--- src/rtl/timed_port_bank.sv ---
module timed_port_bank #(
  parameter int NPORTS = 4,
  parameter int CW     = 16,
  parameter int DW     = 16,
  parameter int DEPTH  = 4,
  parameter int PORT_W [NPORTS] = '{1, 8, 16, 16}
) (
  input  logic                 clk,
  input  logic                 rst_n,
  input  logic                 enable,
  input  logic                 tick,
  input  logic [NPORTS-1:0]    req_valid,
  output logic [NPORTS-1:0]    req_ready,
  input  logic [NPORTS*CW-1:0] req_count,
  input  logic [NPORTS*DW-1:0] req_data,
  output logic [NPORTS*DW-1:0] pins,
  output logic [CW-1:0]        now_count
);
  localparam int AW = (DEPTH > 1) ? $clog2(DEPTH) : 1;
  localparam logic [AW:0] FULL = (AW+1)'(DEPTH);
  localparam logic [AW-1:0] LAST = AW'(DEPTH - 1);

  logic          step;
  logic [CW-1:0] cnt_nxt;

  assign step    = enable & tick;
  assign cnt_nxt = now_count + 1'b1;

  always_ff @(posedge clk or negedge rst_n)
    if (!rst_n)       now_count <= '0;
    else if (!enable) now_count <= '0;
    else if (tick)    now_count <= cnt_nxt;

  for (genvar g = 0; g < NPORTS; g++) begin : g_port
    localparam int PW = PORT_W[g];
    localparam logic [DW-1:0] MASK = {DW{1'b1}} >> (DW - PW);

    logic [CW-1:0] q_cnt [DEPTH];
    logic [DW-1:0] q_dat [DEPTH];
    logic [AW-1:0] rd, wr;
    logic [AW:0]   used;
    logic [DW-1:0] lane;
    logic          push, hit;

    assign req_ready[g] = (used != FULL);
    assign push = req_valid[g] & req_ready[g];
    assign hit  = (used != '0) & step & (q_cnt[rd] == cnt_nxt);
    assign pins[g*DW +: DW] = lane;

    always_ff @(posedge clk)
      if (push) begin
        q_cnt[wr] <= req_count[g*CW +: CW];
        q_dat[wr] <= req_data[g*DW +: DW] & MASK;
      end

    always_ff @(posedge clk or negedge rst_n)
      if (!rst_n) begin
        rd   <= '0;
        wr   <= '0;
        used <= '0;
        lane <= '0;
      end else begin
        if (push) wr <= (wr == LAST) ? '0 : wr + 1'b1;
        if (hit) begin
          rd   <= (rd == LAST) ? '0 : rd + 1'b1;
          lane <= q_dat[rd];
        end
        case ({push, hit})
          2'b10:   used <= used + 1'b1;
          2'b01:   used <= used - 1'b1;
          default: used <= used;
        endcase
      end
  end
endmodule

--- config.mk ---
export PLATFORM = sky130hd
export DESIGN_NAME = timed_port_bank
export DESIGN_NICKNAME = d
export VERILOG_FILES = /design/src/rtl/timed_port_bank.sv
export SDC_FILE = /design/constraint.sdc
export NUM_CORES = 1
export LEC_CHECK = 0
export ABC_AREA = 1
export BUFFER_PORTS_ARGS = -buffer_cell sky130_fd_sc_hd__buf_2
export CORE_UTILIZATION = 53
export DETAILED_ROUTE_END_ITERATION = 10
export GPL_TIMING_DRIVEN = 0
export PLACE_DENSITY = 0.76
export RECOVER_POWER = 50
export SYNTH_ARGS = -nofsm -noshare
export SYNTH_HDL_FRONTEND = slang
export SYNTH_SLANG_ARGS = --single-unit
--- constraint.sdc ---
create_clock -name clk -period 3.07 [get_ports clk]
set_input_delay 0.614 -clock clk [delete_from_list [all_inputs] [get_ports clk]]
set_output_delay 0.614 -clock clk [all_outputs]
set_load 0.01 [all_outputs]
==> results.md, run 1 <==
- The flow ran to the end, but the final reports show violations.
- The checks that failed: capacitance limit, slew limit, setup timing.
- The first-pass GRT wire length is 85900 um.
- The starting density of the core is 54.2%.
- The number of H-tree levels is 2.
- The cell area after technology mapping is 21800 um^2.
- The number of vias per cell is 5.53.
- The worst min-delay path class is in -> reg.
- The worst register-to-register path begins at now_count[0].
- Data arrives at the worst endpoint at 3.54 ns.
- The critical setup path kind is reg -> reg.
- The final setup slack of the worst path is -0.00354 ns.
- The count of different cell masters after synthesis is 33.
- Along the worst hold path, the cell count comes to 1.
- For hold timing, the worst endpoint is g_port[3].q_cnt[3][4].
- The maximum number of pins on one net before global-route repair is 62.
- The per-cell routed wire length is 19.5 um.
- Each instance of the synthesized netlist takes up on average 10.8 um^2.
- The register-to-register path setup slack is -0.004 ns.
- The number of max-capacitance violations reported is 1.
- The core area is 40200 um^2.
- Clock latency on the worst-skew pair, taken at its later pin, is 0.59 ns.
- The remaining routing DRC violations is 0.
- On the critical path, the stage with the largest delay is an instance of sky130_fd_sc_hd__dfrtp_2.
- The die height is 205 um.
- The maximum buffer depth of the clock tree is 3.
- The power density relative to cell area is 682 nW/um^2.
- The post-layout total power is 18.0 mW.
- The maximum cell stage delay along the critical path is 0.47 ns.
- The ratio of final minimum period to clock period is 100%.
- Once layout is complete, the utilization of the core stands at 65.8%.
- Global routing consumed, over all layers together, 27.1% of the routing resources.
- Headroom to the max-slew limit came out at -9.45%.
- The number of hold violations in the final report is 0.
- The TritonCTS clock tree is done.
- After routing, the total negative slack on setup checks comes to -0.00354 ns.
- The number of antenna violations at the first check in global routing is 9.
- The endpoint class of the critical path is a flip-flop.
- The number of buffers inserted by port buffering is 173.
- The critical path launch point type is a flip-flop.
- Traced cell by cell, the critical path runs through ha_4, nand2_4, nor2_4, buf_6, nand2_2, nand2_2, nand2_4, buf_4, nand2_1, nand2_1, inv_2, nand3_1, nor2_4, nand2_4, inv_2, ha_4, inv_4, fa_2, a21oi_2, o21ai_1, xnor2_1.
- The final weighted congestion in routability-driven placement is 0.980.
- Yosys printed 0 warnings.
- The horizontal die dimension is 205 um.
- In the final layout, the share of cells above drive strength 1 is 18.3%.
- For this design the top-level I/O count stands at 220.
- The setup-violating endpoint count in the final report is 1.
- The most numerous cell on the critical path is sky130_fd_sc_hd__nand2_4.
- In this run the worst path has a maximum fanout of 6.
- The final-report max-slew violation count came to 25.
- The via count is 16.1k.
- The final layout contains routed wiring with a total length of 56800 um.
- After clock tree synthesis, the clock-pin slew on the worst setup and hold paths is 0.07 ns.
- The endpoint required time on the critical path is 3.53 ns.
- The time the final worst path needs with I/O delays and setup is 3.07 ns.
- The iteration count of the initial detailed-routing pass is 6.
- Final hold analysis gives a worst-case slack of 0.275 ns.
- Counting the buffers created by CTS gives 49.
- The buffer type at the clock tree root is sky130_fd_sc_hd__clkbuf_16.
- At the pin with the least slew margin, the transition time is 1.64 ns.
- The standard-cell row count is 73.
- Counting flops and latches in the post-synthesis netlist gives 505.
- VDD sags by at most 660 uV.
- The count of fill cells added during filler insertion is 2996.
- The number of DRC markers after the initial detailed-route iteration is 1463.
- The cell count after synthesis came out at 2017.
- For the worst flop-to-flop path, the logic depth is 21.
- The via count of the first global-routing pass came to 15.7k.
- In the final design database the tool counted 2508 nets.
- Summed over all layers, the global routing overflow is 0.
- Across the routed clock network, the largest skew measured is 0.0174 ns.
- The achievable clock frequency is 0.325 GHz.
- Compared with the post-synthesis result, the final layout area differs by 21.3%.
- The clock net in this run drives a total of 505 sinks.
- The residual antenna-violating net count after detailed routing is 0.
- The die covers 41900 um^2.
- The half-perimeter wire length of the detailed placement result is 37400 um.
- The reg-to-reg endpoint is g_port[2].used[2].
- Setup repair after global routing could not meet its margin everywhere.
- In this run the most critical hold path is launched from req_count[52].
- The standby leakage power is 10.8 nW.
- The sequential element share of the synthesized area is 67.6%.
==> cells in the mapped netlist <==
library cell | number | area share (%)
sky130_fd_sc_hd__buf_4 | 27 | 0.93
sky130_fd_sc_hd__nor2_4 | 8 | 0.41
sky130_fd_sc_hd__a31oi_1 | 2 | 0.057
sky130_fd_sc_hd__xnor2_1 | 5 | 0.20
sky130_fd_sc_hd__a21oi_1 | 22 | 0.51
sky130_fd_sc_hd__nand2_4 | 1 | 0.052
sky130_fd_sc_hd__buf_6 | 2 | 0.10
sky130_fd_sc_hd__o22ai_1 | 52 | 1.5
sky130_fd_sc_hd__nand4_1 | 36 | 1.0
sky130_fd_sc_hd__nand3_2 | 1 | 0.046
sky130_fd_sc_hd__conb_1 | 1 | 0.017
sky130_fd_sc_hd__edfxtp_1 | 420 | 58
sky130_fd_sc_hd__ha_1 | 25 | 1.4
sky130_fd_sc_hd__nand3_1 | 159 | 3.7
sky130_fd_sc_hd__inv_2 | 9 | 0.15
sky130_fd_sc_hd__buf_1 | 3 | 0.052
sky130_fd_sc_hd__o211ai_1 | 19 | 0.65
sky130_fd_sc_hd__xor2_1 | 9 | 0.36
sky130_fd_sc_hd__nand2_1 | 569 | 9.8
sky130_fd_sc_hd__inv_1 | 137 | 2.4
sky130_fd_sc_hd__buf_2 | 27 | 0.62
sky130_fd_sc_hd__nor2_2 | 4 | 0.11
sky130_fd_sc_hd__nand2_2 | 7 | 0.20
sky130_fd_sc_hd__o21ai_2 | 1 | 0.040
sky130_fd_sc_hd__nor2_1 | 168 | 2.9
sky130_fd_sc_hd__clkbuf_1 | 47 | 0.81
sky130_fd_sc_hd__fa_1 | 4 | 0.37
sky130_fd_sc_hd__nand3b_1 | 12 | 0.41
sky130_fd_sc_hd__o31ai_1 | 1 | 0.034
sky130_fd_sc_hd__nand3_4 | 1 | 0.080
sky130_fd_sc_hd__o21ai_0 | 152 | 3.5
sky130_fd_sc_hd__dfrtp_1 | 85 | 9.8
sky130_fd_sc_hd__clkinv_1 | 1 | 0.017
==> flip-flops by register name, indices dropped and copies added (netlist names) <==
| signal | count |
|---|---|
| g_port.lane | 41 |
| g_port.q_cnt | 256 |
| g_port.q_dat | 164 |
| g_port.rd | 8 |
| g_port.used | 12 |
| g_port.wr | 8 |
| now_count | 16 |
==> repair_timing <==
action / CTS / global route
hold endpoints to repair: 24 / 0
endpoints found under the setup margin: 12 / 8
setup buffers: 39 / 27
hold buffers: 1 / 0
pin swaps: 32 / 56
cloned: 1 / 0
gates resized for setup: 92 / 92
==> kinds of logic (layout without fill, tap and decap cells) <==
| kind of cell | count (synthesis) | count (layout) | share of synthesized area [%] |
|---|---|---|---|
| AND/OR/NAND/NOR | 966 | 966 | 18.7 |
| flip-flops | 505 | 505 | 67.6 |
| AO/OA/AOI/OAI | 249 | 249 | 6.27 |
| buffers and inverters | 253 | 597 | 5.04 |
| XOR/XNOR | 14 | 14 | 0.562 |
| other | 1 | 29 | 0.0172 |
| adder cells (fa/ha/maj) | 29 | 29 | 1.80 |
==> how the worst max path moves through the flow <==
| stage | start | endpoint | slack [ns] | depth (start not counted) |
|---|---|---|---|---|
| after floorplan | now_count[1] | g_port[3].used[2] | 0.03 | 21 |
| after global placement | now_count[0] | g_port[1].used[2] | -0.80 | 20 |
| after detailed placement | now_count[0] | g_port[1].used[2] | -0.91 | 20 |
| after CTS | now_count[0] | g_port[1].used[2] | -0.03 | 20 |
| after global routing | now_count[0] | g_port[0].used[2] | -0.08 | 16 |
| final | now_count[0] | g_port[2].used[2] | -0.004 | 21 |
==> cells in the final DEF (no fill, tap or decap), types with 9 or more instances in the layout <==
cell | synthesis | layout
sky130_fd_sc_hd__nand4_1 | 36 | 36
sky130_fd_sc_hd__conb_1 | 1 | 23
sky130_fd_sc_hd__nand3b_1 | 12 | 12
sky130_fd_sc_hd__clkbuf_2 | 0 | 15
sky130_fd_sc_hd__o211ai_1 | 19 | 19
sky130_fd_sc_hd__inv_1 | 137 | 129
sky130_fd_sc_hd__a21oi_1 | 22 | 18
sky130_fd_sc_hd__o22ai_1 | 52 | 51
sky130_fd_sc_hd__clkinv_2 | 0 | 9
sky130_fd_sc_hd__nand2_1 | 569 | 535
sky130_fd_sc_hd__inv_2 | 9 | 9
sky130_fd_sc_hd__nor2_2 | 4 | 16
sky130_fd_sc_hd__nor2_1 | 168 | 141
sky130_fd_sc_hd__buf_6 | 2 | 10
sky130_fd_sc_hd__buf_2 | 27 | 86
sky130_fd_sc_hd__clkbuf_1 | 47 | 144
sky130_fd_sc_hd__nor2_4 | 8 | 23
sky130_fd_sc_hd__nand2_2 | 7 | 28
sky130_fd_sc_hd__nand2_4 | 1 | 14
sky130_fd_sc_hd__edfxtp_1 | 420 | 420
sky130_fd_sc_hd__ha_1 | 25 | 20
sky130_fd_sc_hd__clkbuf_16 | 0 | 51
sky130_fd_sc_hd__o21ai_0 | 152 | 145
sky130_fd_sc_hd__nand3_1 | 159 | 151
sky130_fd_sc_hd__buf_4 | 27 | 91
sky130_fd_sc_hd__dfrtp_1 | 85 | 77
==> power breakdown <==
part	total, mW	internal, mW	leakage (nW)	switching, mW
registers	9.08	8.76	4.97	0.317
clock network	6.40	3.84	0.843	2.56
logic	2.56	0.823	4.97	1.73
==> critical path: cells and delay by family, from the launching register on <==
family	cells	cell delay, ns
XOR/XNOR	1	0.13
flip-flops	1	0.47
AND/OR/NAND/NOR	10	0.95
adder cells (fa/ha/maj)	3	0.69
buffers and inverters	5	0.48
AO/OA/AOI/OAI	2	0.23
==> area by class of cell <==
type	instances	area, um^2	area share (%)
sequential	505	14700	55.8
clock inverter	23	327	1.23
tap	525	657	2.48
buffer	101	591	2.23
multi-input combinational	1281	6520	24.6
antenna	6	15.0	0.0568
clock buffer	68	1390	5.25
inverter	147	579	2.19
timing repair buffer	258	1630	6.15
==> routing by layer <==
layer,vias to the layer above,track usage (%),wire [um]
met5,-,0,56
met4,8,9.41,1890
met3,137,6.59,5530
met2,711,45.2,27700
met1,7701,34.7,21700
li1,7549,-,-
==> stage by stage <==
step                setup WS, ns  cell area (um^2)  instances
finish                  -0.00354             26500       2914
global route             -0.0760             26400       2910
CTS                      -0.0288             26100       2883
detailed placement        -0.914             23900       2754
global placement          -0.800             23400       2737
floorplan                 0.0251             21900       2039
No activity file was read; power rests on OpenSTA's default activity.
==> inputs of run 2 (changes only) <==
--- a/config.mk
+++ b/config.mk
@@ -8,6 +8,7 @@
 export ABC_AREA = 1
 export BUFFER_PORTS_ARGS = -buffer_cell sky130_fd_sc_hd__buf_2
 export CORE_UTILIZATION = 53
+export CTS_BUF_LIST = sky130_fd_sc_hd__clkbuf_16
 export DETAILED_ROUTE_END_ITERATION = 10
 export GPL_TIMING_DRIVEN = 0
 export PLACE_DENSITY = 0.76
==> constraint.sdc (replaced) <==
create_clock -name clk -period 2.5 [get_ports clk]
set_input_delay 0.5 -clock clk [delete_from_list [all_inputs] [get_ports clk]]
set_output_delay 0.5 -clock clk [all_outputs]
set_load 0.01 [all_outputs]
==> run 2 against run 1 <==
The run ends with setup timing left. Sequential power grew 23%. Global-route usage about the same. First-iteration DRC count decreased by 2.9%. Sequential cell count unchanged. Final cell count is 0.38% higher. Clock-buffer cell count shrank 14. Largest cell class unchanged. Design area grew 0.56%. Setup slack worse by 0.63 ns. Critical path type unchanged. Sequential share of layout area shrank 0.30 points. Non-clock buffer count grew 9.
==> results.md, run 2 (synthesized netlist as in run 1, its figures left out) <==
- The setup slack after placement was -1.17 ns (-0.258 ns).
- The layout net count is 2520 (+0.48%).
- The maximum number of pins on one net before global-route repair was 57 (-8.1%).
- The flip-flop count of the largest register, all copies and words added is 256 (unchanged).
- The die height is 205 um (unchanged).
- The pin slew with the least headroom to its limit is 0.953 ns (-0.689 ns).
- The library cells used most frequently in the layout, excluding fill and tap cells, are 538 x sky130_fd_sc_hd__nand2_1, 420 x sky130_fd_sc_hd__edfxtp_1, 146 x sky130_fd_sc_hd__nand3_1.
- The worst min-delay path class is in -> reg.
- The standby leakage power is 10.8 nW (+0.59%).
- The half-perimeter wire length of the detailed placement result is 37800 um (+1.2%).
- The last element of the critical path is g_port[3].used[2].
- The maximum buffer depth of the clock tree is 3 (unchanged).
- The power density relative to cell area is 817 nW/um^2 (+20%).
- The number of buffers inserted by port buffering came to 173 (unchanged).
- The horizontal die dimension is 205 um (unchanged).
- The total routing usage reported by global routing is 27.1% (about the same).
- The final setup slack of the worst path was -0.631 ns (-0.628 ns).
- The worst register-to-register path ends at g_port[3].used[2].
- The ratio of final minimum period to clock period is 125% (+25 points).
- The clock sink count was 505 (unchanged).
- TritonCTS built the clock tree.
- The final weighted congestion in routability-driven placement is 0.959 (-2.1%).
- The final global-route overflow total is 0 (unchanged).
- The per-cell routed wire length was 19.5 um (-0.16%).
- The standard-cell row count came to 73 (unchanged).
- The path depth of the worst reg2reg path is 17 (-19%).
- The register-to-register path setup slack came to -0.63 ns (-0.63 ns).
- The share of cells above drive strength 1 came to 18.3% (-0.031 points).
- The remaining routing DRC violations is 0 (unchanged).
- The number of antenna violations at the first check in global routing came to 6 (-3).
- The total length of routed wires is 57000 um (+0.21%).
- In this run the worst setup path begins at now_count[0].
- The final reports fail on setup timing.
- The latest clock arrival within the worst-skew pair is 0.60 ns (about the same).
- The critical register-to-register path startpoint is now_count[0].
- The starting density of the core is 54.2% (unchanged).
- The worst-case clock skew was 0.0133 ns (-0.00405 ns).
- The final-report max-slew violation count was 0 (-100%).
- The endpoint class of the critical path is a flip-flop.
- The clock buffer count from CTS is 52 (+6.1%).
- The critical path launch point type is a flip-flop.
- Leaving out fill and tap cells, the most frequent cell in the layout is sky130_fd_sc_hd__nand2_1.
- The growth of design area from synthesis to finish is 22.0%.
- The critical setup path kind is reg -> reg.
- The achievable clock frequency is 0.319 GHz (-1.8%).
- The area of the die came to 41900 um^2 (unchanged).
- The final-layout setup total negative slack was -13.79 ns (-13.79 ns).
- The number of H-tree levels was 2 (unchanged).
- In the final layout, the registers with the most flip-flops are g_port.q_cnt (256), g_port.q_dat (164), g_port.lane (41).
- The number of hold violations in the final report is 0 (unchanged).
- The first-pass GRT wire length is 85900 um (about the same).
- The run finished, with violations left.
- Setup repair after global routing could not meet its margin everywhere.
- Ranked by flip-flop count, first place goes to g_port.q_cnt.
- The iteration count of the initial detailed-routing pass is 8 (+2).
- The via count of the first global-routing pass came to 15.7k (+0.34%).
- The number of vias per cell is 5.48 (-0.78%).
- The register clock-pin slew on the reported worst setup and hold paths came to 0.06 ns (about the same).
- The maximum vdd drop is 714 uV (+8.1%).
- The relative max-transition margin was 36.5% (+46 points).
- The setup-violating endpoint count in the final report is 29 (+28).
- The time the final worst path needs with I/O delays and setup is 3.13 ns (+0.0578 ns).
- The boundary pin count is 220 (unchanged).
- The residual antenna-violating net count after detailed routing came to 0 (unchanged).
- The arrival time at the worst endpoint was 3.60 ns (+0.06 ns).
- The endpoint required time on the critical path is 2.97 ns (-0.56 ns).
- The core area is 40200 um^2 (unchanged).
- The number of DRC markers after the initial detailed-route iteration is 1421 (-2.9%).
- The largest fanout of any net on the critical path is 8 (+2).
- The buffer type at the clock tree root is sky130_fd_sc_hd__clkbuf_16.
- The via count is 16.0k (-0.41%).
- The number of max-capacitance violations reported came to 0 (-1).
==> run 2: cell count changes in the layout (fill, tap and decap cells not counted), sizes merged <==
cell      previous run  this run
buf                204       207
diode                6         2
clkinv              15        26
clkinvlp             1         3
clkbuf             222       214
bufinv               8         3
inv                146       158
==> run 2: worst min path at each step <==
stage / end / slack (ns) / depth (start not counted) / startpoint
finish: g_port[3].q_dat[3][9] / 0.15 / 1 / req_data[57]
global route: g_port[3].q_dat[2][9] / 0.16 / 1 / req_data[57]
CTS: g_port[2].q_cnt[2][15] / 0.09 / 1 / req_count[47]
detailed placement: g_port[1].lane[0] / 0.45 / 2 / g_port[1].lane[0]
global placement: g_port[1].lane[4] / 0.45 / 2 / g_port[1].lane[4]
floorplan: g_port[0].lane[0] / 0.20 / 0 / rst_n
==> run 2: critical path: stages, from the launching register on <==
cell and delay [ns]:
sky130_fd_sc_hd__dfrtp_2 0.48, sky130_fd_sc_hd__clkinv_4 0.13, sky130_fd_sc_hd__nor2_4 0.29, sky130_fd_sc_hd__nand2_4 0.13, sky130_fd_sc_hd__o21ai_4 0.27, sky130_fd_sc_hd__nand2_2 0.17, sky130_fd_sc_hd__nand2_1 0.10, sky130_fd_sc_hd__nand2_1 0.08
sky130_fd_sc_hd__nor2_4 0.19, sky130_fd_sc_hd__nand3_4 0.09, sky130_fd_sc_hd__buf_8 0.13, sky130_fd_sc_hd__inv_2 0.06, sky130_fd_sc_hd__ha_4 0.12, sky130_fd_sc_hd__inv_2 0.05, sky130_fd_sc_hd__fa_2 0.37, sky130_fd_sc_hd__a21oi_2 0.11
sky130_fd_sc_hd__o21ai_1 0.08, sky130_fd_sc_hd__xor2_1 0.15
==> run 2: cell type report <==
class	count	area (um^2)
flip-flops and latches	505	14800
clock inverters	43	279
repair buffers	268	1790
fillers	3083	13600
plain buffers	100	631
inverters	147	573
clock buffers	54	1350
diodes	2	5.00
multi-input cells	1281	6570
well taps	525	657
==> run 2: what timing repair did <==
item | 4_1_cts | 5_1_grt
pin swaps | 25 | 70
hold buffers | 1 | 0
gates resized for setup | 67 | 117
buffers inserted | 38 | 44
hold endpoints to repair | 29 | 0
setup endpoints to repair | 61 | 57
gates cloned | 1 | 1
==> run 2: layer usage <==
metal	global-route usage [%]	vias up	share of wire [%]	wire length, um
met1	35.0	7730	40	22500
met2	45.7	636	50	28300
met3	5.00	112	8.1	4610
met5	0	-	0.090	51
li1	-	7554	-	-
met4	10.0	8	2.6	1490
==> run 2: where the power goes <==
group,switching (mW),internal [mW],leakage [nW],total (mW)
Clock,3.19,4.20,0.842,7.39
Sequential,0.395,10.8,4.97,11.2
Combinational,2.15,1.03,5.03,3.18
==> run 2: metrics by stage <==
| stage | power (mW) | util [%] | hold WS, ns | instances | instance area [um^2] |
|---|---|---|---|---|---|
| 2_1_floorplan | 13.0 | - | 0.204 | 2039 | 22000 |
| 3_3_place_gp | 13.9 | 58.5 | 0.450 | 2737 | 23500 |
| 3_5_place_dp | 14.4 | 59.6 | 0.453 | 2753 | 24000 |
| 4_1_cts | 21.8 | 64.8 | 0.0925 | 2883 | 26000 |
| 5_1_grt | 22.5 | 66.2 | 0.161 | 2923 | 26600 |
| 6_report | 21.7 | 66.2 | 0.153 | 2925 | 26600 |
